### src/rtl/rt_pkg.sv
package rt_pkg;

    localparam int unsigned RT_NUM_REGS = 16;
    localparam int unsigned RT_DATA_W   = 32;
    localparam int unsigned RT_TAG_W    = 4;

    // Tag value zero stands for "no producer outstanding".
    function automatic logic tag_pending(input logic [RT_TAG_W-1:0] tag);
        return tag != '0;
    endfunction

endpackage

### src/rtl/rt_entry.sv
module rt_entry
    import rt_pkg::*;
#(
    parameter int unsigned DATA_W = RT_DATA_W,
    parameter int unsigned TAG_W  = RT_TAG_W
) (
    input  logic              clk_i,
    input  logic              rst_ni,
    input  logic              ren_hit_i,
    input  logic [TAG_W-1:0]  ren_tag_i,
    input  logic              cdb_valid_i,
    input  logic [TAG_W-1:0]  cdb_tag_i,
    input  logic [DATA_W-1:0] cdb_value_i,
    output logic [DATA_W-1:0] value_o,
    output logic [TAG_W-1:0]  tag_o
);

    typedef struct packed {
        logic [DATA_W-1:0] value;
        logic [TAG_W-1:0]  tag;
    } entry_t;

    entry_t st_d, st_q;
    logic   cdb_hit;

    always_comb begin
        st_d    = st_q;
        cdb_hit = cdb_valid_i && (st_q.tag != '0) && (st_q.tag == cdb_tag_i);
        if (ren_hit_i) begin
            // newest producer always takes over the register
            st_d.tag = ren_tag_i;
        end else if (cdb_hit) begin
            st_d.value = cdb_value_i;
            st_d.tag   = '0;
        end
    end

    always_ff @(posedge clk_i) begin
        if (!rst_ni) begin
            st_q <= '0;
        end else begin
            st_q <= st_d;
        end
    end

    assign value_o = st_q.value;
    assign tag_o   = st_q.tag;

    a_r4_rename_pends: assert property (@(posedge clk_i) disable iff (!rst_ni)
        ren_hit_i |=> (tag_o == $past(ren_tag_i)));

    a_r6_capture: assert property (@(posedge clk_i) disable iff (!rst_ni)
        (cdb_valid_i && tag_o != '0 && tag_o == cdb_tag_i && !ren_hit_i)
        |=> (tag_o == '0 && value_o == $past(cdb_value_i)));

    a_r5_stale_ignored: assert property (@(posedge clk_i) disable iff (!rst_ni)
        (!ren_hit_i && (!cdb_valid_i || tag_o != cdb_tag_i))
        |=> ($stable(value_o) && $stable(tag_o)));

    a_r7_rename_wins: assert property (@(posedge clk_i) disable iff (!rst_ni)
        (ren_hit_i && cdb_valid_i && tag_o != '0 && tag_o == cdb_tag_i)
        |=> (tag_o != '0 && $stable(value_o)));

endmodule

### src/rtl/rt_read_port.sv
module rt_read_port
    import rt_pkg::*;
#(
    parameter int unsigned NUM_REGS = RT_NUM_REGS,
    parameter int unsigned DATA_W   = RT_DATA_W,
    parameter int unsigned TAG_W    = RT_TAG_W,
    localparam int unsigned IDX_W   = $clog2(NUM_REGS)
) (
    input  logic              clk_i,
    input  logic              rst_ni,
    input  logic [IDX_W-1:0]  idx_i,
    input  logic [DATA_W-1:0] values_i [NUM_REGS],
    input  logic [TAG_W-1:0]  tags_i   [NUM_REGS],
    input  logic              cdb_valid_i,
    input  logic [TAG_W-1:0]  cdb_tag_i,
    input  logic [DATA_W-1:0] cdb_value_i,
    output logic              ready_o,
    output logic [DATA_W-1:0] value_o,
    output logic [TAG_W-1:0]  tag_o
);

    logic [DATA_W-1:0] sel_value;
    logic [TAG_W-1:0]  sel_tag;
    logic              bypass;

    always_comb begin
        sel_value = values_i[idx_i];
        sel_tag   = tags_i[idx_i];
        bypass    = cdb_valid_i && (sel_tag != '0) && (sel_tag == cdb_tag_i);
        if (bypass) begin
            ready_o = 1'b1;
            value_o = cdb_value_i;
            tag_o   = '0;
        end else begin
            ready_o = (sel_tag == '0);
            value_o = sel_value;
            tag_o   = sel_tag;
        end
    end

    a_r3_pending_has_tag: assert property (@(posedge clk_i) disable iff (!rst_ni)
        !ready_o |-> (tag_o != '0 && tag_o == tags_i[idx_i]));

    a_r8_bypass: assert property (@(posedge clk_i) disable iff (!rst_ni)
        (cdb_valid_i && tags_i[idx_i] != '0 && tags_i[idx_i] == cdb_tag_i)
        |-> (ready_o && value_o == cdb_value_i));

    a_r2_ready_tag_zero: assert property (@(posedge clk_i) disable iff (!rst_ni)
        ready_o |-> (tag_o == '0));

    a_r2_index_range: assert property (@(posedge clk_i) disable iff (!rst_ni)
        32'(idx_i) < NUM_REGS);

endmodule

### src/rtl/rename_table.sv
module rename_table
    import rt_pkg::*;
#(
    parameter int unsigned NUM_REGS = RT_NUM_REGS,
    parameter int unsigned DATA_W   = RT_DATA_W,
    parameter int unsigned TAG_W    = RT_TAG_W,
    localparam int unsigned IDX_W   = $clog2(NUM_REGS)
) (
    input  logic              clk_i,
    input  logic              rst_ni,
    input  logic [IDX_W-1:0]  rd_a_idx_i,
    output logic              rd_a_ready_o,
    output logic [DATA_W-1:0] rd_a_value_o,
    output logic [TAG_W-1:0]  rd_a_tag_o,
    input  logic [IDX_W-1:0]  rd_b_idx_i,
    output logic              rd_b_ready_o,
    output logic [DATA_W-1:0] rd_b_value_o,
    output logic [TAG_W-1:0]  rd_b_tag_o,
    input  logic              ren_valid_i,
    input  logic [IDX_W-1:0]  ren_idx_i,
    input  logic [TAG_W-1:0]  ren_tag_i,
    input  logic              cdb_valid_i,
    input  logic [TAG_W-1:0]  cdb_tag_i,
    input  logic [DATA_W-1:0] cdb_value_i
);

    localparam int unsigned NUM_RD = 2;

    logic [DATA_W-1:0] value_w [NUM_REGS];
    logic [TAG_W-1:0]  tag_w   [NUM_REGS];

    for (genvar g = 0; g < NUM_REGS; g++) begin : g_entry
        logic ren_hit;
        assign ren_hit = ren_valid_i && (ren_idx_i == IDX_W'(g));

        rt_entry #(
            .DATA_W (DATA_W),
            .TAG_W  (TAG_W)
        ) entry_i (
            .clk_i       (clk_i),
            .rst_ni      (rst_ni),
            .ren_hit_i   (ren_hit),
            .ren_tag_i   (ren_tag_i),
            .cdb_valid_i (cdb_valid_i),
            .cdb_tag_i   (cdb_tag_i),
            .cdb_value_i (cdb_value_i),
            .value_o     (value_w[g]),
            .tag_o       (tag_w[g])
        );
    end

    logic [IDX_W-1:0]  rd_idx   [NUM_RD];
    logic              rd_ready [NUM_RD];
    logic [DATA_W-1:0] rd_value [NUM_RD];
    logic [TAG_W-1:0]  rd_tag   [NUM_RD];

    assign rd_idx[0] = rd_a_idx_i;
    assign rd_idx[1] = rd_b_idx_i;

    for (genvar p = 0; p < NUM_RD; p++) begin : g_rd
        rt_read_port #(
            .NUM_REGS (NUM_REGS),
            .DATA_W   (DATA_W),
            .TAG_W    (TAG_W)
        ) port_i (
            .clk_i       (clk_i),
            .rst_ni      (rst_ni),
            .idx_i       (rd_idx[p]),
            .values_i    (value_w),
            .tags_i      (tag_w),
            .cdb_valid_i (cdb_valid_i),
            .cdb_tag_i   (cdb_tag_i),
            .cdb_value_i (cdb_value_i),
            .ready_o     (rd_ready[p]),
            .value_o     (rd_value[p]),
            .tag_o       (rd_tag[p])
        );
    end

    assign rd_a_ready_o = rd_ready[0];
    assign rd_a_value_o = rd_value[0];
    assign rd_a_tag_o   = rd_tag[0];
    assign rd_b_ready_o = rd_ready[1];
    assign rd_b_value_o = rd_value[1];
    assign rd_b_tag_o   = rd_tag[1];

    // Input contract: tag zero is reserved, so valid traffic never carries it.
    a_r4_ren_tag_nonzero: assert property (@(posedge clk_i) disable iff (!rst_ni)
        ren_valid_i |-> tag_pending(RT_TAG_W'(ren_tag_i)));

    a_r6_cdb_tag_nonzero: assert property (@(posedge clk_i) disable iff (!rst_ni)
        cdb_valid_i |-> (cdb_tag_i != '0));

    // a same-cycle rename of the looked-up register is not visible to port A.
    a_r10_read_before_rename: assert property (@(posedge clk_i) disable iff (!rst_ni)
        (ren_valid_i && ren_idx_i == rd_a_idx_i && !rd_a_ready_o)
        |-> (rd_a_tag_o == tag_w[rd_a_idx_i]));

endmodule

### config.mk
export PLATFORM = sky130hd
export DESIGN_NAME = rename_table
export DESIGN_NICKNAME = d
export VERILOG_FILES = /design/src/rtl/rt_pkg.sv /design/src/rtl/rt_entry.sv /design/src/rtl/rt_read_port.sv /design/src/rtl/rename_table.sv
export SDC_FILE = /design/constraint.sdc
export NUM_CORES = 2
export LEC_CHECK = 0
export ABC_CLOCK_PERIOD_IN_PS = 2700
export BUFFER_PORTS_ARGS = -buffer_cell sky130_fd_sc_hd__clkbuf_2
export CORE_ASPECT_RATIO = 1.4
export CORE_MARGIN = 2
export CORE_UTILIZATION = 60
export DETAILED_ROUTE_END_ITERATION = 10
export PLACE_DENSITY = 0.78
export SLEW_MARGIN = 30
export SYNTH_ARGS = -nofsm -noshare
export SYNTH_HDL_FRONTEND = slang
export SYNTH_HIERARCHICAL = 1
export SYNTH_SLANG_ARGS = --single-unit
### constraint.sdc
create_clock -name clk_i -period 2.7 [get_ports clk_i]
set_input_delay 0.135 -clock clk_i [delete_from_list [all_inputs] [get_ports clk_i]]
set_output_delay 0.135 -clock clk_i [all_outputs]
set_load 0.05 [all_outputs]
# Word-level counts from Yosys, hierarchy flattened
# Index checks and enable logic that the tools add are counted.
[totals]
reg_bits = 576
in_bits = 56
out_inout_bits = 74
elab_cells = 240
[op_classes]
order_cmp = 2
eq_ne = 33
n_mux = 50
bitwise = 18
reduce_logical = 105
[ops]
columns = ["operator", "count"]
rows = [
  ["32-bit binary-select mux with 4-bit select", 2],
  ["32-bit 2-to-1 mux", 6],
  ["4-bit 2-to-1 mux", 38],
  ["4-bit == test", 18],
  ["4-bit nonzero test", 18],
  ["1-bit logical AND", 52],
  ["4-bit binary-select mux with 4-bit select", 2],
  ["4-bit == test, second input constant", 8],
  ["2-bit AND reduction", 16],
  ["2-bit nonzero test", 16],
  ["4-bit by 3-bit == test with 1-bit output, second input constant", 4],
  ["1-bit inverter", 16],
  ["4-bit logical NOT", 3],
  ["5-bit >= comparator, second input constant", 2],
  ["4-bit inverter with 5-bit output", 2],
  ["4-bit by 2-bit == test with 1-bit output, second input constant", 2],
  ["4-bit by 1-bit == test with 1-bit output, second input constant", 1],
  ["1-bit 2-to-1 mux", 2],
]

# Depth between registers and ports, before layout
[logic_depth]
depth_word = 8
depth_mapped = 10
depth_no_buf = 7

# Hierarchy
# The synthesis kept the hierarchy.
[modules_own_cells]
columns = ["mod", "instances", "cells_each", "area_each_um2", "seq_area_each_um2"]
rows = [
  ["rt_entry", 16, 160, 1488.9, 720.7],
  ["rt_read_port", 2, 279, 4874.7, 0.0],
  ["rename_table", 1, 23, 117.6, 0.0],
]

# Worst setup path after synthesis
# No wires, ideal clock.
[synth_path]
kind = "in2out"
from = "in rd_a_idx_i[1]"
to = "out rd_a_ready_o"
t_arrival_ns = 2.992
required_time_ns = 2.565
setup_slack_ns = -0.427
stages = 6
path_buffers = 2
path_cell_list = "buf_2 buf_4 mux4_2 mux2i_1 mux2i_1 o41ai_1"
[synth_between]
elab_chain_cells = 8
elab_cells_between_ends = 10
cone_classes = "eq/ne (1); mux (4); bitwise (1); reduce/logical (4)"
[synth_rtl]
columns = ["element", "line_no", "source"]
rows = [
  ["start, declared", "rename_table.sv:11", "input logic [IDX_W-1:0] rd_a_idx_i,"],
  ["4-bit inverter with 5-bit output (not written as such) (*)", "rt_read_port.sv:28", "sel_tag = tags_i[idx_i];"],
  ["4-bit binary-select mux with 4-bit select (*)", "rt_read_port.sv:28", ""],
  ["4-bit 2-to-1 mux (not written as such) (*) (2 in a row)", "rt_read_port.sv:28", ""],
  ["4-bit nonzero test", "rt_read_port.sv:29", "bypass = cdb_valid_i && (sel_tag != '0) && (sel_tag == cdb_tag_i);"],
  ["1-bit logical AND (2 in a row)", "rt_read_port.sv:29", ""],
  ["1-bit 2-to-1 mux (*)", "rt_read_port.sv:30", "if (bypass) begin"],
  ["end, declared", "rename_table.sv:12", "output logic rd_a_ready_o,"],
]
# Mark *: on every way between the ends. The rest lies on a longest branch, timed or not. The select of a mux whose other input is x is not followed.

# Worst setup path in the final report
[layout_path]
from = "reg g_entry[12].entry_i.st_q (netlist bit g_entry[12].entry_i/tag_o[3])"
to = "out rd_b_value_o[0]"
[layout_between]
elab_chain_cells = 7
elab_cells_between_ends = 8
cone_classes = "eq/ne (1); mux (4); reduce/logical (3)"
[layout_rtl]
columns = ["element", "line_no", "source"]
rows = [
  ["start, declared", "rt_entry.sv:23", "entry_t st_d, st_q;"],
  ["start signal, assigned", "rt_entry.sv:42", "st_q <= st_d;"],
  ["4-bit binary-select mux with 4-bit select (*)", "rt_read_port.sv:28", ""],
  ["4-bit 2-to-1 mux (not written as such) (*) (2 in a row)", "rt_read_port.sv:28", ""],
  ["4-bit nonzero test", "rt_read_port.sv:29", ""],
  ["1-bit logical AND", "rt_read_port.sv:29", ""],
  ["1-bit logical AND (*)", "rt_read_port.sv:29", ""],
  ["32-bit 2-to-1 mux (*)", "rt_read_port.sv:30", ""],
  ["end, declared", "rename_table.sv:17", "output logic [DATA_W-1:0] rd_b_value_o,"],
]
# Marks and branches as above.

==> flow_summary.toml <==
[outcome]
status = "finished with violations"
violations = "negative setup slack"

[synth]
syn-cell-area_um2 = 33690
synth_cells = 3141
synthArstFlopShare = 0
synth_top_area_cell = "dfxtp_1"
avgSynthCellArea_um2 = 10.73
yosys-top-cells-area = "dfxtp_1 (34%), mux4_2 (24%), mux2i_1 (16%), nand2_1 (12%), mux2_4 (2.7%)"
synth_edf_count = 0
ys_warn_count = 6
yosysMostFrequentCell = "nand2_1"
syn_nets = 3197
synth_seq_area_share = 0.3423
synthDominantCellAreaShare = 0.3423
synth_seq_cells = 576
synth_cell_types = 34
synth_top_flop_cell = "dfxtp_1"
synth_common_cells = "nand2_1 (1043), dfxtp_1 (576), mux2i_1 (538)"

[setup_path]
path_class = "reg -> out"
cp-start-kind = "register"
worstPathMaxFanout = 7
end_kind = "output port"
critPathMaxStageDelay_ns = 0.54
path_cells = "mux4_2 -> mux4_2 -> xnor2_2 -> nand4_1 -> nor2_4 -> buf_12 -> buf_12 -> mux2_4 -> buf_8"
crit_arrival_ns = 3.37
cp_slowest_cell = "mux4_2"
cp.required_ns = 2.57

[power_and_ir_drop]
p_leak_nw = 18.17
power.internal_mw = 14.22
pwr-share-comb = 0.097
seqPwrFrac = 0.451
peakVddDrop_v = 0.0005542
switchingPower_mw = 4.749
p_total_mw = 18.96
switching_share = 0.2504
p_clk_frac = 0.452
cellPowerDensity_nw_per_um2 = 484.7

[timing]
setup_viol = 74
maxSlewHeadroom = 0.4614
rsz0062_at_grt = "true"
finalCritPeriodShare = 1.300
skew_ns = 0.02540
setup_slack_ns = -0.8092
fin_crit_ns = 3.509
max_freq_mhz = 285.0
tightest_slew_ns = 0.8079
maxSlewViolCount = 0
finalHoldViolations = 0
whs_ns = 0.02074

[drt]
antenna_left = 0
vias_per_cell = 6.546
via_count = 26520
wirelength_um = 100100
route.detailed.drc = 0
wl_per_cell_um = 24.71
first_pass_iters = 6
drt_first_iter_violations = 2898

[floorplan]
start_util = 0.6082
ios = 130
die_w_um = 204.3
fp.dieH_um = 284.4
fp.dieArea_um2 = 58090
rows = 102
design.core.area_um2 = 55390

[global_routing]
antenna_found_initial = 1
grt_max_degree = 144
grt_pass1_vias = 26890
grt_pass1_wl_um = 152200
grt_util_all_layers = 0.3414
grt_overflow = 0

[placed_design]
gp_congestion = 0.9209
postPlaceCellArea_um2 = 35790
pre_cts_ws_ns = -0.1916
hpwl_um = 61300
portBuffers = 129

[layout]
drive_gt1_frac = 0.2658
area_growth_pct = 16.14
nets = 3333
fin_area_um2 = 39130
n_fill_cell = 3787

[clock_network]
cts.path.max_buffers = 3
clkTransAtPathRegs_ns = 0.06
cts_tree = "done"
clock_latency_ns = 0.64
cts_max_level = 2
numCtsBuffers = 56
cts_sinks = 576
root_buffer = "clkbuf_16"

[min_path]
hold_path.class = "in -> reg"

[run]
drv_cap = 0
==> final timing paths <==
| kind | endpoint | slack [ns] | cells past startpoint | from |
|---|---|---|---|---|
| hold / removal | g_entry[12].entry_i/value_o[24] | 0.02 | 3 | cdb_value_i[24] |
| setup reg to reg | g_entry[10].entry_i/value_o[11] | 0.53 | 6 | g_entry[10].entry_i/tag_o[1] |
| setup / recovery | rd_b_value_o[0] | -0.81 | 9 | g_entry[12].entry_i/tag_o[3] |
| hold reg to reg | g_entry[2].entry_i/value_o[17] | 0.47 | 2 | g_entry[2].entry_i/value_o[17] |
==> area by class of cell <==
type,instances,area [µm²],share of cell area
multi-input combinational,2301,20840,0.5326
timing repair buffer,326,3770,0.09635
antenna,1,2.502,0.00006396
clock buffer,74,1590,0.04064
inverter,16,60.06,0.001535
clock inverter,29,399.1,0.01020
sequential,576,11550,0.2953
tap,728,910.9,0.02328
==> what timing repair did <==
action                                  in CTS  in global routing
hold buffers                                27                  0
buffers inserted                             7                  3
gates resized for setup                    184                 48
endpoints found under the setup margin      74                 74
pin swaps                                   10                  8
cloned                                       4                  1
endpoints found under the hold margin      302                  0
==> metal layers <==
layer  track usage  vias to the layer above  part of all wire
met5             0                        -                 0
met4        0.2351                        0             0.080
met3       0.05354                      461             0.082
met2        0.5654                     1350              0.49
met1        0.4067                    13130              0.35
li1              -                    11580                 -
==> stage by stage <==
stage	setup TNS, ns	std cells	utilization
detailed placement	-8.589	3910	0.6462
global placement	-4.246	3910	0.6462
floorplan	0	3141	-
finish	-50.27	4051	0.7064
global route	-55.39	4050	0.7064
CTS	-49.22	4049	0.7044
==> kinds of logic (layout without fill, tap and decap cells) <==
kind of cell              after synthesis  count (layout)  synth area share
xor gates and xnor gates               54              54           0.01404
AOI/OAI and AO/OA                     114             114           0.02964
DFF                                   576             576            0.3423
buffers and inverters                 264             445           0.04264
muxes                                 954             954            0.4232
and+or+nand+nor                      1179            1179            0.1482
other                                   0               1                 0
==> critical path, delay by kind of cell, from the launching register on <==
family                 cells  cell delay [ns]
AND/OR/NAND/NOR            2             0.37
flip-flops                 1             0.33
multiplexers               3             1.35
XOR/XNOR                   1             0.18
buffers and inverters      3             0.51
==> power groups by stage <==
| stage | combinational [mW] | sequential (mW) | clock [mW] |
|---|---|---|---|
| after floorplan | 1.11 | 8.73 | 0 |
| final | 1.85 | 8.54 | 8.57 |
| after global routing | 1.96 | 8.54 | 8.95 |
| after CTS | 1.82 | 8.54 | 8.64 |
| after global placement | 1.68 | 8.73 | 0 |
| after detailed placement | 1.73 | 8.74 | 0 |
==> layout by cell type (no fill, tap or decap), types with 6 or more instances in the layout <==
| cell | count |
|---|---|
| mux2i_1 | 529 |
| buf_4 | 114 |
| and2_1 | 16 |
| buf_8 | 32 |
| buf_12 | 53 |
| clkbuf_8 | 45 |
| nor3_1 | 19 |
| dlygate4sd3_1 | 27 |
| a211o_1 | 16 |
| xnor2_1 | 21 |
| nor2b_1 | 16 |
| nand3_1 | 17 |
| dfxtp_2 | 15 |
| inv_1 | 16 |
| o211a_1 | 16 |
| clkbuf_16 | 66 |
| a32o_1 | 48 |
| clkbuf_2 | 46 |
| a21boi_0 | 16 |
| xor2_1 | 32 |
| nand4b_4 | 16 |
| nor2_1 | 12 |
| and2_4 | 8 |
| mux2i_2 | 6 |
| o21ai_1 | 16 |
| clkinv_2 | 12 |
| nor2_2 | 16 |
| dfxtp_1 | 560 |
| mux4_2 | 352 |
| bufinv_16 | 9 |
| clkbuf_1 | 7 |
| nand2_1 | 1043 |
| mux2_4 | 64 |
==> state kept, by name, summed over array words and instances (netlist names) <==
register                 cells
g_entry.entry_i/value_o    512
g_entry.entry_i/tag_o       64
(Power assumes the default switching activity.)
